<file path="src/rtl/ctsplit_pkg.sv">
package ctsplit_pkg;

   // Tracks where the reader stands relative to a read pair.
   typedef enum logic [1:0] {
      PAIR_IDLE   = 2'd0,  // nothing read since reset
      PAIR_OPEN   = 2'd1,  // first read taken, second may follow
      PAIR_CLOSED = 2'd2   // pair answered or window lapsed
   } pair_state_e;

   function automatic int unsigned cnt_width(input int unsigned max_val);
      return (max_val < 2) ? 1 : $clog2(max_val + 1);
   endfunction

endpackage

</file>
<file path="src/rtl/ctsplit_hi_delay.sv">
module ctsplit_hi_delay #(
   parameter int unsigned HI_W  = 32,
   parameter int unsigned DEPTH = 2
) (
   input  logic                       clk,
   input  logic                       rst_n,
   input  logic [HI_W-1:0]            hi_in,
   output logic [DEPTH-1:0][HI_W-1:0] taps
);

   // Stage k holds the upper bits sampled k+1 edges ago.
   logic [DEPTH-1:0][HI_W-1:0] stage_q;

   generate
      for (genvar k = 0; k < DEPTH; k++) begin : g_stage
         if (k == 0) begin : g_head
            always_ff @(posedge clk or negedge rst_n) begin
               if (!rst_n) stage_q[k] <= '0;
               else        stage_q[k] <= hi_in;
            end
         end else begin : g_body
            always_ff @(posedge clk or negedge rst_n) begin
               if (!rst_n) stage_q[k] <= '0;
               else        stage_q[k] <= stage_q[k-1];
            end
         end
      end
   endgenerate

   assign taps = stage_q;

   // The first stage always reflects the previous edge's input.
   a_r4_head_tracks_input: assert property (@(posedge clk) disable iff (!rst_n)
      $past(rst_n) |-> stage_q[0] == $past(hi_in));

endmodule

</file>
<file path="src/rtl/ctsplit_holdoff.sv">
module ctsplit_holdoff #(
   parameter int unsigned HOLD = 2,
   localparam int unsigned CW  = ctsplit_pkg::cnt_width(HOLD)
) (
   input  logic          clk,
   input  logic          rst_n,
   input  logic          start,
   output logic          inhibit,
   output logic [CW-1:0] remain
);

   logic [CW-1:0] remain_q;

   always_ff @(posedge clk or negedge rst_n) begin
      if (!rst_n)                remain_q <= '0;
      else if (start)            remain_q <= CW'(HOLD);
      else if (remain_q != '0)   remain_q <= remain_q - 1'b1;
   end

   assign remain  = remain_q;
   assign inhibit = (remain_q != '0);

   // Checker counter: length of the current inhibit run.
   logic [CW:0] run_len_q;
   always_ff @(posedge clk or negedge rst_n) begin
      if (!rst_n)        run_len_q <= '0;
      else if (start)    run_len_q <= '0;
      else if (inhibit)  run_len_q <= run_len_q + 1'b1;
      else               run_len_q <= '0;
   end

   a_r3_start_raises: assert property (@(posedge clk) disable iff (!rst_n)
      start |=> inhibit);

   a_r3_run_bounded: assert property (@(posedge clk) disable iff (!rst_n)
      inhibit |-> run_len_q < (CW+1)'(HOLD));

   a_r3_no_spontaneous_rise: assert property (@(posedge clk) disable iff (!rst_n)
      (!inhibit && !start) |=> !inhibit);

endmodule

</file>
<file path="src/rtl/ctsplit_pair_fsm.sv">
module ctsplit_pair_fsm #(
   parameter int unsigned HOLD = 2,
   localparam int unsigned CW  = ctsplit_pkg::cnt_width(HOLD)
) (
   input  logic          clk,
   input  logic          rst_n,
   input  logic          strobe,
   input  logic [CW-1:0] remain,
   output logic          is_first,
   output logic          is_second,
   output logic [CW-1:0] tap_sel
);

   import ctsplit_pkg::*;

   pair_state_e state_q, state_d;
   logic        window_open;

   assign window_open = (state_q == PAIR_OPEN) && (remain != '0);
   assign is_second   = strobe && window_open;
   assign is_first    = strobe && !window_open;
   // Edges elapsed since the first read, minus one, picks the delay tap.
   assign tap_sel     = CW'(HOLD) - remain;

   always_comb begin
      state_d = state_q;
      if (is_first)
         state_d = PAIR_OPEN;
      else if (is_second)
         state_d = PAIR_CLOSED;
      else if (state_q == PAIR_OPEN && remain == '0)
         state_d = PAIR_CLOSED;
   end

   always_ff @(posedge clk or negedge rst_n) begin
      if (!rst_n) state_q <= PAIR_IDLE;
      else        state_q <= state_d;
   end

   a_r6_one_answer_per_pair: assert property (@(posedge clk) disable iff (!rst_n)
      is_second |=> !is_second);

   a_r6_first_opens: assert property (@(posedge clk) disable iff (!rst_n)
      is_first |=> state_q == PAIR_OPEN);

   a_r4_second_in_window: assert property (@(posedge clk) disable iff (!rst_n)
      is_second |-> (tap_sel < CW'(HOLD)));

endmodule

</file>
<file path="src/rtl/ctsplit_atomic_reader.sv">
module ctsplit_atomic_reader #(
   parameter int unsigned CNT_W  = 64,
   parameter int unsigned DATA_W = 32,
   parameter int unsigned HOLD   = 2
) (
   input  logic              clk,
   input  logic              rst_n,
   input  logic              rd_strobe,
   input  logic [CNT_W-1:0]  cnt_in,
   output logic [DATA_W-1:0] rd_data,
   output logic              irq_inhibit
);

   localparam int unsigned HI_W = CNT_W - DATA_W;
   localparam int unsigned CW   = ctsplit_pkg::cnt_width(HOLD);

   // Elaboration-time parameter checks.
   generate
      if (HOLD < 1) begin : g_bad_hold
         $error("HOLD must be at least 1");
      end
      if (CNT_W <= DATA_W || HI_W > DATA_W) begin : g_bad_width
         $error("CNT_W must exceed DATA_W and be at most twice DATA_W");
      end
   endgenerate

   logic [HOLD-1:0][HI_W-1:0] hi_taps;
   logic [CW-1:0]             remain;
   logic                      is_first, is_second;
   logic [CW-1:0]             tap_sel;
   logic [HI_W-1:0]           hi_sel;
   logic [DATA_W-1:0]         hi_word;
   logic [DATA_W-1:0]         rd_q;

   ctsplit_hi_delay #(.HI_W(HI_W), .DEPTH(HOLD)) i_hi_delay (
      .clk   (clk),
      .rst_n (rst_n),
      .hi_in (cnt_in[CNT_W-1:DATA_W]),
      .taps  (hi_taps)
   );

   ctsplit_holdoff #(.HOLD(HOLD)) i_holdoff (
      .clk     (clk),
      .rst_n   (rst_n),
      .start   (is_first),
      .inhibit (irq_inhibit),
      .remain  (remain)
   );

   ctsplit_pair_fsm #(.HOLD(HOLD)) i_pair_fsm (
      .clk       (clk),
      .rst_n     (rst_n),
      .strobe    (rd_strobe),
      .remain    (remain),
      .is_first  (is_first),
      .is_second (is_second),
      .tap_sel   (tap_sel)
   );

   always_comb begin
      hi_sel = '0;
      for (int i = 0; i < HOLD; i++) begin
         if (tap_sel == CW'(i)) hi_sel = hi_taps[i];
      end
   end

   generate
      if (HI_W == DATA_W) begin : g_hi_full
         assign hi_word = hi_sel;
      end else begin : g_hi_pad
         assign hi_word = {{(DATA_W-HI_W){1'b0}}, hi_sel};
      end
   endgenerate

   always_ff @(posedge clk or negedge rst_n) begin
      if (!rst_n)         rd_q <= '0;
      else if (is_first)  rd_q <= cnt_in[DATA_W-1:0];
      else if (is_second) rd_q <= hi_word;
   end

   assign rd_data = rd_q;

   a_r2_low_capture: assert property (@(posedge clk) disable iff (!rst_n)
      is_first |=> rd_data == $past(cnt_in[DATA_W-1:0]));

   a_r4_upper_early_tap: assert property (@(posedge clk) disable iff (!rst_n)
      (is_second && remain == CW'(HOLD)) |=>
         rd_data[HI_W-1:0] == $past(cnt_in[CNT_W-1:DATA_W], 2));

   a_r5_second_no_extend: assert property (@(posedge clk) disable iff (!rst_n)
      is_second |=> remain == CW'($past(remain) - 1'b1));

   a_r7_idle_holds: assert property (@(posedge clk) disable iff (!rst_n)
      !rd_strobe |=> $stable(rd_data));

endmodule

</file>
<file path="config.mk">
export PLATFORM = sky130hd
export DESIGN_NAME = ctsplit_atomic_reader
export DESIGN_NICKNAME = d
export VERILOG_FILES = /design/src/rtl/ctsplit_pkg.sv /design/src/rtl/ctsplit_hi_delay.sv /design/src/rtl/ctsplit_holdoff.sv /design/src/rtl/ctsplit_pair_fsm.sv /design/src/rtl/ctsplit_atomic_reader.sv
export SDC_FILE = /design/constraint.sdc
export NUM_CORES = 1
export LEC_CHECK = 0
export ABC_AREA = 1
export BUFFER_PORTS_ARGS = -buffer_cell sky130_fd_sc_hd__buf_2
export CAP_MARGIN = 20
export CORE_MARGIN = 8
export CORE_UTILIZATION = 50
export DETAILED_ROUTE_END_ITERATION = 10
export PLACE_DENSITY = 0.85
export SYNTH_ARGS = -nofsm -noshare
export SYNTH_HDL_FRONTEND = slang
export SYNTH_SLANG_ARGS = --single-unit
</file>
<file path="constraint.sdc">
create_clock -name clk -period 2.1 [get_ports clk]
set_clock_uncertainty 0.2 [all_clocks]
set_input_delay 0.315 -clock clk [delete_from_list [all_inputs] [get_ports clk]]
set_output_delay 0.315 -clock clk [all_outputs]
set_load 0.03 [all_outputs]
</file>
==> metrics.txt <==
ANT cells=0; Core ar.=7727 sq um; initial DRC count=116; Power Internal=0.003511 W; max_cap viols=0; endpoints failing hold=0; Clock power frac=21.3%; WS Path Type=register to output pin; RSZ-0062 raised after global routing=no; Post-route DRC=0; GP Congestion=0.8022; largest net degree at the start of global routing=67; clk root buf=clkbuf_8; Final ANT Viol Nets=0; Syn Nets=520; Syn Inst Count=450; final period utilization=92.49%; Area contributors post-synth=dfrtp_1 (63%), nand2_1 (17%), inv_1 (4.9%), a21oi_1 (4.0%), nor2_1 (3.4%); IO Count=100; crit end category=output pin; part of the power in registers=41.7%; Pleak=2.888 nW; pin slew with the least headroom to its limit=0.4690 ns; total global-route track usage=17.25%; crit path time final=1.942 ns; count of different cell masters after synthesis=17; Req. time, crit path=1.58 ns; #FFs+latches synth=100; clock buffer depth=2; Vias/cell=4.633; run status=complete, no violations; CTS clk-pin slew, worst paths=0.09 ns; Arr. time, crit path=1.43 ns; clk_lat worst skew=0.36 ns; max-slew violation count=0; pre-CTS setup slack=0.2178 ns; share of cells above drive strength 1=22.56%; CTS Buf Count=9; dpl hpwl=6235 microns; final net count=651; Port Buffer Count=99; die width=105.4 microns; syn avg cell area=8.878 sq um; synthesis warning total=0; Fmax achieved=514.8 MHz; total routed wirelength=9091 microns; Worst Hold Class=primary input to register; Post-CTS Setup Bufs=0; Fillers=610; die area=11110 sq um; Layout area overhead=28.53%; initial antenna violation count=0; chip height=105.4 microns; pwr/cell area=1118 nW/um^2; endpoints failing setup=0; hold slack final=0.07058 ns; initial core utilization=51.70%; # clock sinks=100; Setup TNS=0 ns; aggregate global routing overflow=0; VDD IR-drop max=0.6099 mV; Yosys top cell by area=dfrtp_1; sequential element share of the synthesized area=62.64%; TritonRoute pass-1 iters=4; vias in the first global route=3354; Post-Syn Area=3995 sq um; Pwr Total=0.005740 W; post-synth top area share=62.64%; crit-path max FO=5; Sw Pwr=0.002229 W; CTS tree=done; Final WS setup=0.1577 ns; startpoint types=register; Logic pwr share=36.9%; CTS H-tree depth=3; wire per inst=13.23 microns; DR vias=3183; global-route wire length before repair=15610 microns; sw frac=38.83%; Slew headroom=68.73%; Row Count=32
-- timing repair --
| action | in CTS | in global routing |
|---|---|---|
| resized for setup | 0 | 0 |
| hold buffers | 33 | 0 |
| hold endpoints to repair | 60 | 0 |
-- power by group through the flow --
stage / combinational (W) / clock [W] / sequential, W
floorplan: 0.00109 / 0 / 0.00282
global placement: 0.00204 / 0 / 0.00241
detailed placement: 0.00209 / 0 / 0.00243
CTS: 0.00214 / 0.00125 / 0.00240
global route: 0.00238 / 0.00134 / 0.00243
finish: 0.00212 / 0.00123 / 0.00239
-- per-layer routing --
layer	part of all wire, %	wire (microns)	vias to the layer above	global-route usage [%]
met3	7.9	721	8	5.542
li1	-	-	1604	-
met2	47	4302	106	27.97
met4	1.3	115	0	6.626
met1	43	3952	1465	21.01
met5	0	0	-	0
-- cell usage after synthesis --
cell type	number
a21oi_1	32
buf_2	10
buf_4	5
buf_6	3
clkbuf_1	2
dfrtp_1	100
ha_1	3
inv_1	52
inv_2	4
nand2_1	180
nand2_4	1
nand3_1	18
nand3_4	1
nor2_1	36
nor2_4	1
nor3_2	1
o21ai_0	1
-- logic make-up after synthesis --
group           after synthesis  share of synthesized area, %
compound gates               33                         4.134
fa+ha+maj                     3                        0.9397
flops                       100                         62.64
simple gates                238                         23.80
buf+inv                      76                         8.487
-- sequential cells by signal (all words and copies together) (netlist names) --
name	count
i_hi_delay.taps	64
i_pair_fsm.state_q	2
rd_data	32
i_holdoff.remain	2
-- placed cells by master, fill, tap and decap left out --
cell and n:
ha_2 1, dlygate4sd3_1 33, nor2_4 1, nand3_4 1, clkinv_4 1, nor3_2 1
a21oi_1 32, inv_1 51, ha_1 2, nand2_1 180, buf_12 4, nor2_1 36
inv_2 5, dfrtp_1 100, clkinv_2 2, buf_4 5, buf_2 98, bufinv_16 1
nand2_4 1, clkbuf_8 11, o21ai_0 1, nand3_1 18
-- critical path, stage by stage (launching register included) --
cell     delay (ns)
dfrtp_1        0.39
inv_1          0.09
ha_1           0.24
inv_2          0.12
buf_2          0.23
-- area by class of cell --
cell class	instances	area [sq um]	area share, %
flip-flops and latches	100	2502	48.73
multi-input cells	274	1156	22.51
repair buffers	140	938.4	18.27
clock buffers	11	151.4	2.948
well taps	102	127.6	2.485
clock inverters	4	48.80	0.9503
inverters	56	210.2	4.094
-- final timing paths --
kind                                      from                  end  slack, ns  depth (start not counted)
hold / removal                       cnt_in[8]           rd_data[8]       0.07                          5
min in group asynchronous                rst_n           rd_data[1]       0.23                          2
max in group asynchronous                rst_n  i_holdoff.remain[1]       0.86                          3
setup / recovery           i_holdoff.remain[0]          irq_inhibit       0.16                          4
setup reg to reg           i_holdoff.remain[0]          rd_data[30]       0.22                          8
hold reg to reg             i_hi_delay.taps[1]  i_hi_delay.taps[33]       0.18                          0
-- metrics by stage --
stage                     instance area [sq um]  util (%)  cells
after floorplan                            3995         -    450
after global placement                     4604     59.59    639
after detailed placement                   4604     59.59    639
after CTS                                  5135     66.45    687
after global routing                       5135     66.45    687
final                                      5135     66.45    687
(Power assumes the default switching activity.)
